**src/rtl/guarded_wdt_pkg.sv**
```systemverilog
// Package: shared field positions and types for the guarded watchdog.
// Assumes an 8-bit control register; positions are decoded by software.
package guarded_wdt_pkg;
    localparam int REG_W    = 8;
    localparam int PRE_W    = 4;
    localparam int ENA_BIT  = 0;
    localparam int MODE_BIT = 1;
    localparam int KICK_BIT = 2;
    localparam int ARM_BIT  = 3;
    localparam int PRE_LSB  = 4;

    // Effective control settings after lock forcing
    typedef struct packed {
        logic [PRE_W-1:0] pre;
        logic             irq_mode;
        logic             enable;
    } wdt_ctrl_t;
endpackage

```
**src/rtl/gwd_unlock.sv**
```systemverilog
// Module: two-step write guard. An arming write sets arm_q; the next access
// commits only if it is a write without the arm bit. Any access other than an
// arming write clears arm_q. Assumes one-cycle access strobes.
module gwd_unlock (
    input  logic clk,
    input  logic srst_n,
    input  logic acc_stb,
    input  logic acc_wr,
    input  logic arm_bit,
    output logic arm_q,
    output logic commit
);
    // Track the armed state across bus accesses
    always_ff @(posedge clk) begin
        if (!srst_n)
            arm_q <= 1'b0;
        else if (acc_stb)
            arm_q <= acc_wr && arm_bit;
    end

    // A write with the arm bit clear, directly after arming, is applied
    assign commit = acc_stb && acc_wr && !arm_bit && arm_q;
endmodule

```
**src/rtl/gwd_ctrl.sv**
```systemverilog
// Module: control register storage with lock forcing. The lock pins enable
// to 1 and mode to 0 and blocks their writes; prescale stays writable.
// Assumes lock_n is stable between external resets.
module gwd_ctrl
    import guarded_wdt_pkg::*;
#(
    parameter logic [PRE_W-1:0] PRE_RST = 4'd11
) (
    input  logic             clk,
    input  logic             srst_n,
    input  logic             lock_n,
    input  logic             commit,
    input  logic [PRE_W-1:0] wr_pre,
    input  logic             wr_mode,
    input  logic             wr_en,
    input  logic             wr_kick,
    output wdt_ctrl_t        ctrl,
    output logic             kick
);
    logic [PRE_W-1:0] pre_q;
    logic             mode_q;
    logic             en_q;

    // Store the prescale field; always writable through the guard
    always_ff @(posedge clk) begin
        if (!srst_n)
            pre_q <= PRE_RST;
        else if (commit)
            pre_q <= wr_pre;
    end

    // Store enable and mode; writes blocked while locked
    always_ff @(posedge clk) begin
        if (!srst_n) begin
            en_q   <= 1'b1;
            mode_q <= 1'b0;
        end else if (commit && lock_n) begin
            en_q   <= wr_en;
            mode_q <= wr_mode;
        end
    end

    // Effective settings seen by the timer and the read path
    always_comb begin
        ctrl.pre      = pre_q;
        ctrl.enable   = en_q | ~lock_n;
        ctrl.irq_mode = mode_q & lock_n;
    end

    assign kick = commit && wr_kick;
endmodule

```
**src/rtl/gwd_timer.sv**
```systemverilog
// Module: prescaled timeout counter with reset-pulse or interrupt expiry.
// Timeout = BASE_TICKS << min(pre, PRE_MAX) edges. The counter compares with
// >= so that shrinking the timeout mid-count still expires at once.
// Assumes srst_n includes the block's own reset pulse.
module gwd_timer
    import guarded_wdt_pkg::*;
#(
    parameter int BASE_TICKS = 16,
    parameter int PRE_MAX    = 11
) (
    input  logic      clk,
    input  logic      srst_n,
    input  wdt_ctrl_t ctrl,
    input  logic      kick,
    output logic      rst_q,
    output logic      irq_q
);
    localparam int CNT_W = $clog2(BASE_TICKS) + PRE_MAX + 1;
    localparam logic [PRE_W-1:0] PRE_CAP = PRE_W'(PRE_MAX);

    logic [CNT_W-1:0] lim_tab [0:PRE_MAX];
    logic [CNT_W-1:0] cnt_q;
    logic [CNT_W-1:0] lim_m1;
    logic [PRE_W-1:0] pre_sat;
    logic             expire;

    // Build the timeout table, one entry per prescale step
    for (genvar g = 0; g <= PRE_MAX; g++) begin : g_lim
        assign lim_tab[g] = CNT_W'(BASE_TICKS) << g;
    end

    // Saturate the prescale selection and look up the limit
    always_comb begin
        pre_sat = (ctrl.pre > PRE_CAP) ? PRE_CAP : ctrl.pre;
        lim_m1  = lim_tab[pre_sat] - 1'b1;
        expire  = ctrl.enable && !kick && (cnt_q >= lim_m1);
    end

    // Count enabled cycles; restart on kick, disable or expiry
    always_ff @(posedge clk) begin
        if (!srst_n || !ctrl.enable || kick || expire)
            cnt_q <= '0;
        else
            cnt_q <= cnt_q + 1'b1;
    end

    // One-cycle reset request; it clears itself through srst_n
    always_ff @(posedge clk) begin
        if (!srst_n)
            rst_q <= 1'b0;
        else
            rst_q <= expire && !ctrl.irq_mode;
    end

    // Pending interrupt flag; kick wins over a simultaneous expiry
    always_ff @(posedge clk) begin
        if (!srst_n || kick)
            irq_q <= 1'b0;
        else if (expire && ctrl.irq_mode)
            irq_q <= 1'b1;
    end
endmodule

```
**src/rtl/guarded_wdt.sv**
```systemverilog
// Module: top of the guarded watchdog. Combines the write guard, control
// register and timer; captures the lock input during external reset and
// presents the default protection key. Internal state also resets on the
// block's own reset pulse, the lock capture does not.
module guarded_wdt
    import guarded_wdt_pkg::*;
#(
    parameter int               BASE_TICKS = 16,
    parameter int               PRE_MAX    = 11,
    parameter logic [PRE_W-1:0] PRE_RST    = 4'd11
) (
    input  logic             clk,
    input  logic             rst_n,
    input  logic             nv_lock_n,
    input  logic             acc_stb,
    input  logic             acc_wr,
    input  logic [REG_W-1:0] wr_data,
    output logic [REG_W-1:0] rd_data,
    output logic [REG_W-1:0] key_default,
    output logic             wdt_rst,
    output logic             wdt_irq
);
    logic      srst_n;
    logic      lock_n_q;
    logic      arm_q;
    logic      commit;
    logic      kick;
    wdt_ctrl_t ctrl;

    assign srst_n = rst_n && !wdt_rst;

    // Capture the nonvolatile lock bit while external reset is held
    always_ff @(posedge clk) begin
        if (!rst_n)
            lock_n_q <= nv_lock_n;
    end

    gwd_unlock u_unlock (
        .clk     (clk),
        .srst_n  (srst_n),
        .acc_stb (acc_stb),
        .acc_wr  (acc_wr),
        .arm_bit (wr_data[ARM_BIT]),
        .arm_q   (arm_q),
        .commit  (commit)
    );

    gwd_ctrl #(
        .PRE_RST (PRE_RST)
    ) u_ctrl (
        .clk     (clk),
        .srst_n  (srst_n),
        .lock_n  (lock_n_q),
        .commit  (commit),
        .wr_pre  (wr_data[PRE_LSB +: PRE_W]),
        .wr_mode (wr_data[MODE_BIT]),
        .wr_en   (wr_data[ENA_BIT]),
        .wr_kick (wr_data[KICK_BIT]),
        .ctrl    (ctrl),
        .kick    (kick)
    );

    gwd_timer #(
        .BASE_TICKS (BASE_TICKS),
        .PRE_MAX    (PRE_MAX)
    ) u_timer (
        .clk    (clk),
        .srst_n (srst_n),
        .ctrl   (ctrl),
        .kick   (kick),
        .rst_q  (wdt_rst),
        .irq_q  (wdt_irq)
    );

    // Read-back layout; the arm position always reads 0
    always_comb begin
        rd_data                       = '0;
        rd_data[PRE_LSB +: PRE_W]     = ctrl.pre;
        rd_data[KICK_BIT]             = wdt_irq;
        rd_data[MODE_BIT]             = ctrl.irq_mode;
        rd_data[ENA_BIT]              = ctrl.enable;
    end

    assign key_default = {lock_n_q, 7'h7F};
endmodule

```
**config.mk**
```make
export PLATFORM = sky130hd
export DESIGN_NAME = guarded_wdt
export DESIGN_NICKNAME = d
export VERILOG_FILES = /design/src/rtl/guarded_wdt_pkg.sv /design/src/rtl/gwd_unlock.sv /design/src/rtl/gwd_ctrl.sv /design/src/rtl/gwd_timer.sv /design/src/rtl/guarded_wdt.sv
export SDC_FILE = /design/constraint.sdc
export NUM_CORES = 1
export LEC_CHECK = 0
export CAP_MARGIN = 25
export CORE_UTILIZATION = 35
export DETAILED_ROUTE_END_ITERATION = 7
export GPL_TIMING_DRIVEN = 1
export SLEW_MARGIN = 10
export SYNTH_ARGS = -nofsm -noshare
export SYNTH_HDL_FRONTEND = slang
export SYNTH_HIERARCHICAL = 1
export SYNTH_SLANG_ARGS = --single-unit
```
**constraint.sdc**
```tcl
create_clock -name clk -period 3.8 [get_ports clk]
set_clock_uncertainty 0.15 [all_clocks]
set_input_delay 0.57 -clock clk [delete_from_list [all_inputs] [get_ports clk]]
set_output_delay 0.57 -clock clk [all_outputs]
set_load 0.005 [all_outputs]
```
==> flow_metrics.env <==
export IMPL_cts_resized=0
export IMPL_cts_root_buffer="clkbuf_8"
export IMPL_yosysWarnings=6
export IMPL_met2_usage_pct=21.37
export IMPL_grt_busiest_layer="met2"
export IMPL_totalWireLength_um=3311
export IMPL_outcome="finished, violations left"
export IMPL_cts_made_buffers=3
export IMPL_cts_max_level=1
export IMPL_p_comb_share_pct=6.4
export IMPL_synthDistinctLibCells=46
export IMPL_synth_top_area_cell="dfxtp_1"
export IMPL_worstSetupPathType="reg -> reg"
export IMPL_finalCritPeriodShare_pct=90.11
export IMPL_synth_flop_cell="dfxtp_1"
export IMPL_total_power_uw=522.4
export IMPL_avgSynthCellArea_um2=8.765
export IMPL_slew_headroom_pct=63.09
export IMPL_rsz0062_at_grt="false"
export IMPL_die_height_um=70.80
export IMPL_grt_pass1_vias=1270
export IMPL_p_seq_share_pct=54.3
export IMPL_crit_end="u_timer/cnt_q[7]$_SDFF_PP0_"
export IMPL_fmax_ghz=0.2920
export IMPL_fin_crit_ns=3.424
export IMPL_syn_to_final_growth_pct=16.16
export IMPL_p_int_uw=412.6
export IMPL_cts_sinks=26
export IMPL_r2r_cells=10
export IMPL_arrival_ns=3.42
export IMPL_antennaDiodeCount=0
export IMPL_die_x_um=70.80
export IMPL_dp_slack_ns=0.4056
export IMPL_grtUsageTotal_pct=14.41
export IMPL_worstPathMaxFanout=16
export IMPL_drt_initial_drc_count=66
export IMPL_reg2reg_to="u_timer/cnt_q[7]$_SDFF_PP0_"
export IMPL_fin_tns_setup_ns=0
export IMPL_timing_rr_start="u_ctrl/pre_q[2]$_SDFFE_PN0P_"
export IMPL_place_area_um2=1858
export IMPL_sw_frac_of_total_pct=21.02
export IMPL_whs_path_depth=2
export IMPL_netlist_top_cells_area="dfxtp_1 (30%), ha_1 (11%), xnor2_1 (6.3%)"
export IMPL_numPortBuffers=22
export IMPL_maxCapViolations=0
export IMPL_grt_pass1_wl_um=5920
export IMPL_dp_hpwl_um=2392
export IMPL_initial_core_util_pct=37.27
export IMPL_yosysSeqAreaShare_pct=32.02
export IMPL_antenna_found_initial=0
export IMPL_clock_path_buffers=2
export IMPL_nets=233
export IMPL_drv_slew=0
export IMPL_drive_above_1_share_pct=7.805
export IMPL_die_area_um2=5012
export IMPL_critPathRequiredTime_ns=3.79
export IMPL_cpPeakStageDelay_ns=0.58
export IMPL_coreArea_um2=4444
export IMPL_drcViolationCount=14
export IMPL_postRouteAntennaNets=0
export IMPL_cts_hold_buf=0
export IMPL_place_congestion=0.7653
export IMPL_crit_path_start_kind="flip-flop"
export IMPL_irDropWorstVdd_uv=225.6
export IMPL_n_fill_cell=453
export IMPL_synthArstFlopShare_pct=0
export IMPL_finalSetupViolations=0
export IMPL_worst_pin_slew_ns=0.5536
export IMPL_clkLatencyLatePin_ns=0.27
export IMPL_drt_pass1_iterations=6
export IMPL_crit_path_end_kind="flip-flop"
export IMPL_synth_cells=189
export IMPL_grt_max_degree=17
export IMPL_final_cells=257
export IMPL_worst_path_max_delay_cell="or4_1"
export IMPL_viasPerCell=5.245
export IMPL_stdcell_area_um2=1924
export IMPL_place_inst=253
export IMPL_met3_usage_pct=3.561
export IMPL_worstHoldPathType="reg -> reg"
export IMPL_setup_ws_ns=0.3758
export IMPL_vias=1348
export IMPL_p_clk_share_pct=39.3
export IMPL_overflow=0
export IMPL_routedWlPerCell_um=12.88
export IMPL_ys_ff_latch=26
export IMPL_num_rows=24
export IMPL_path_clk_slew_ns=0.09
export IMPL_cts_setup_buffers=0
export IMPL_grt_use_met1_pct=20.91
export IMPL_crit_start="u_ctrl/pre_q[2]$_SDFFE_PN0P_"
export IMPL_synth_top_area_share_pct=30.21
export IMPL_crit_chain="or4_1 -> ha_1 -> nor4b_1 -> a21oi_1 -> o22a_1 -> ha_1 -> nand2_1 -> o21ai_0 -> a211o_1 -> nor3_1"
export IMPL_violations="design-rule violations"
export IMPL_cp_common_cell="ha_1"
export IMPL_rrSetupSlack_ns=0.38
export IMPL_synthesis_area_um2=1657
export IMPL_switching_power_uw=109.8
export IMPL_synth_edf_count=1
export IMPL_cts_tree="yes"
export IMPL_ios=31
export IMPL_power_density_nw_per_um2=271.5
export IMPL_p_leak_nw=0.7683
export IMPL_finalHoldViolations=0
[power by group through the flow]
stage	clock network [mW]	logic [mW]	registers, mW
after floorplan	0	0.0234	0.289
after global placement	0	0.0334	0.290
after global routing	0.225	0.0376	0.284
final	0.205	0.0336	0.283
after detailed placement	0	0.0330	0.290
after CTS	0.215	0.0335	0.284
[layout by cell type, fill, tap and decap left out, types with 2 or more instances in the layout]
cell             instances
nor3b_1                  2
a21oi_1                  9
nor4_1                   3
xnor2_1                 12
xor2_1                   3
and2_1                   3
nor3_1                  18
buf_4                    3
clkdlybuf4s50_1         22
nand4_1                  5
ha_1                    14
nor2_1                   9
inv_1                    5
dfxtp_1                 25
nand3_1                  6
mux2i_1                  4
clkbuf_8                 3
nor4b_1                  2
nand3b_1                 3
o21ai_0                  4
nand2_1                 16
nor3_2                   2
conb_1                   9
[worst max-delay path: cells and delay by family (launching register included)]
family	cells	cell delay, ns
AOI/OAI and AO/OA	4	1.10
adders and majority gates	2	0.58
DFF	1	0.45
and+or+nand+nor	4	1.01
[registers in the layout, indices dropped and copies added (netlist names)]
signal	cells
u_ctrl/mode_q	1
u_timer/cnt_q	16
u_ctrl/pre_q	4
u_timer/irq_q	1
lock_n_q	1
u_ctrl/en_q	1
u_timer/rst_q	1
u_unlock/arm_q	1
[cell type report]
type	count	area (µm²)	share of cell area, %
multi-input combinational	145	1001	52.02
sequential	26	530.5	27.57
timing repair buffer	25	242.7	12.61
clock buffer	4	66.31	3.446
tap	52	65.06	3.381
inverter	5	18.77	0.9753
[synth_stat cells, drive strengths merged (3+ instances only)]
cell    instances
ha             14
nand4           6
dfxtp          25
nor3           20
mux2i           4
nand2          16
nand3b          3
a21oi           9
nor2            9
o21ai           5
inv             5
clkbuf          5
xnor2          12
and2            5
xor2            3
conb            3
buf            14
nand3           7
nor4            3
[layer usage]
layer  up-vias  share of wire, %
met1       613                53
met2        44                40
met3         4               5.5
li1        687                 -
met5         -                 0
met4         0              0.76
[stage by stage]
stage | utilization (%) | hold WS (ns)
detailed placement | 41.81 | 0.3005
floorplan | - | 0.2849
CTS | 43.30 | 0.3145
global placement | 41.81 | 0.2994
global route | 43.30 | 0.3492
finish | 43.30 | 0.3168
[worst min-delay path by stage]
| stage | start | end |
|---|---|---|
| final | u_ctrl/mode_q$_SDFFE_PN0P_ | u_ctrl/mode_q$_SDFFE_PN0P_ |
| after detailed placement | u_ctrl/mode_q$_SDFFE_PN0P_ | u_ctrl/mode_q$_SDFFE_PN0P_ |
| after global routing | u_unlock/arm_q$_SDFFE_PN0P_ | u_unlock/arm_q$_SDFFE_PN0P_ |
| after floorplan | u_ctrl/mode_q$_SDFFE_PN0P_ | u_ctrl/mode_q$_SDFFE_PN0P_ |
| after CTS | u_ctrl/mode_q$_SDFFE_PN0P_ | u_ctrl/mode_q$_SDFFE_PN0P_ |
| after global placement | u_ctrl/mode_q$_SDFFE_PN0P_ | u_ctrl/mode_q$_SDFFE_PN0P_ |
[cells by family (layout without fill, tap and decap cells)]
logic type | count (synthesis) | in the layout | share of synthesized area, %
fa+ha+maj | 14 | 14 | 10.57
other cells | 3 | 9 | 0.6797
compound gates | 25 | 25 | 10.35
buf+inv | 24 | 34 | 8.912
mux | 4 | 4 | 2.417
simple gates | 78 | 78 | 27.12
flops | 26 | 26 | 32.02
xor+xnor | 15 | 15 | 7.931
No activity file was read; power rests on OpenSTA's default activity.
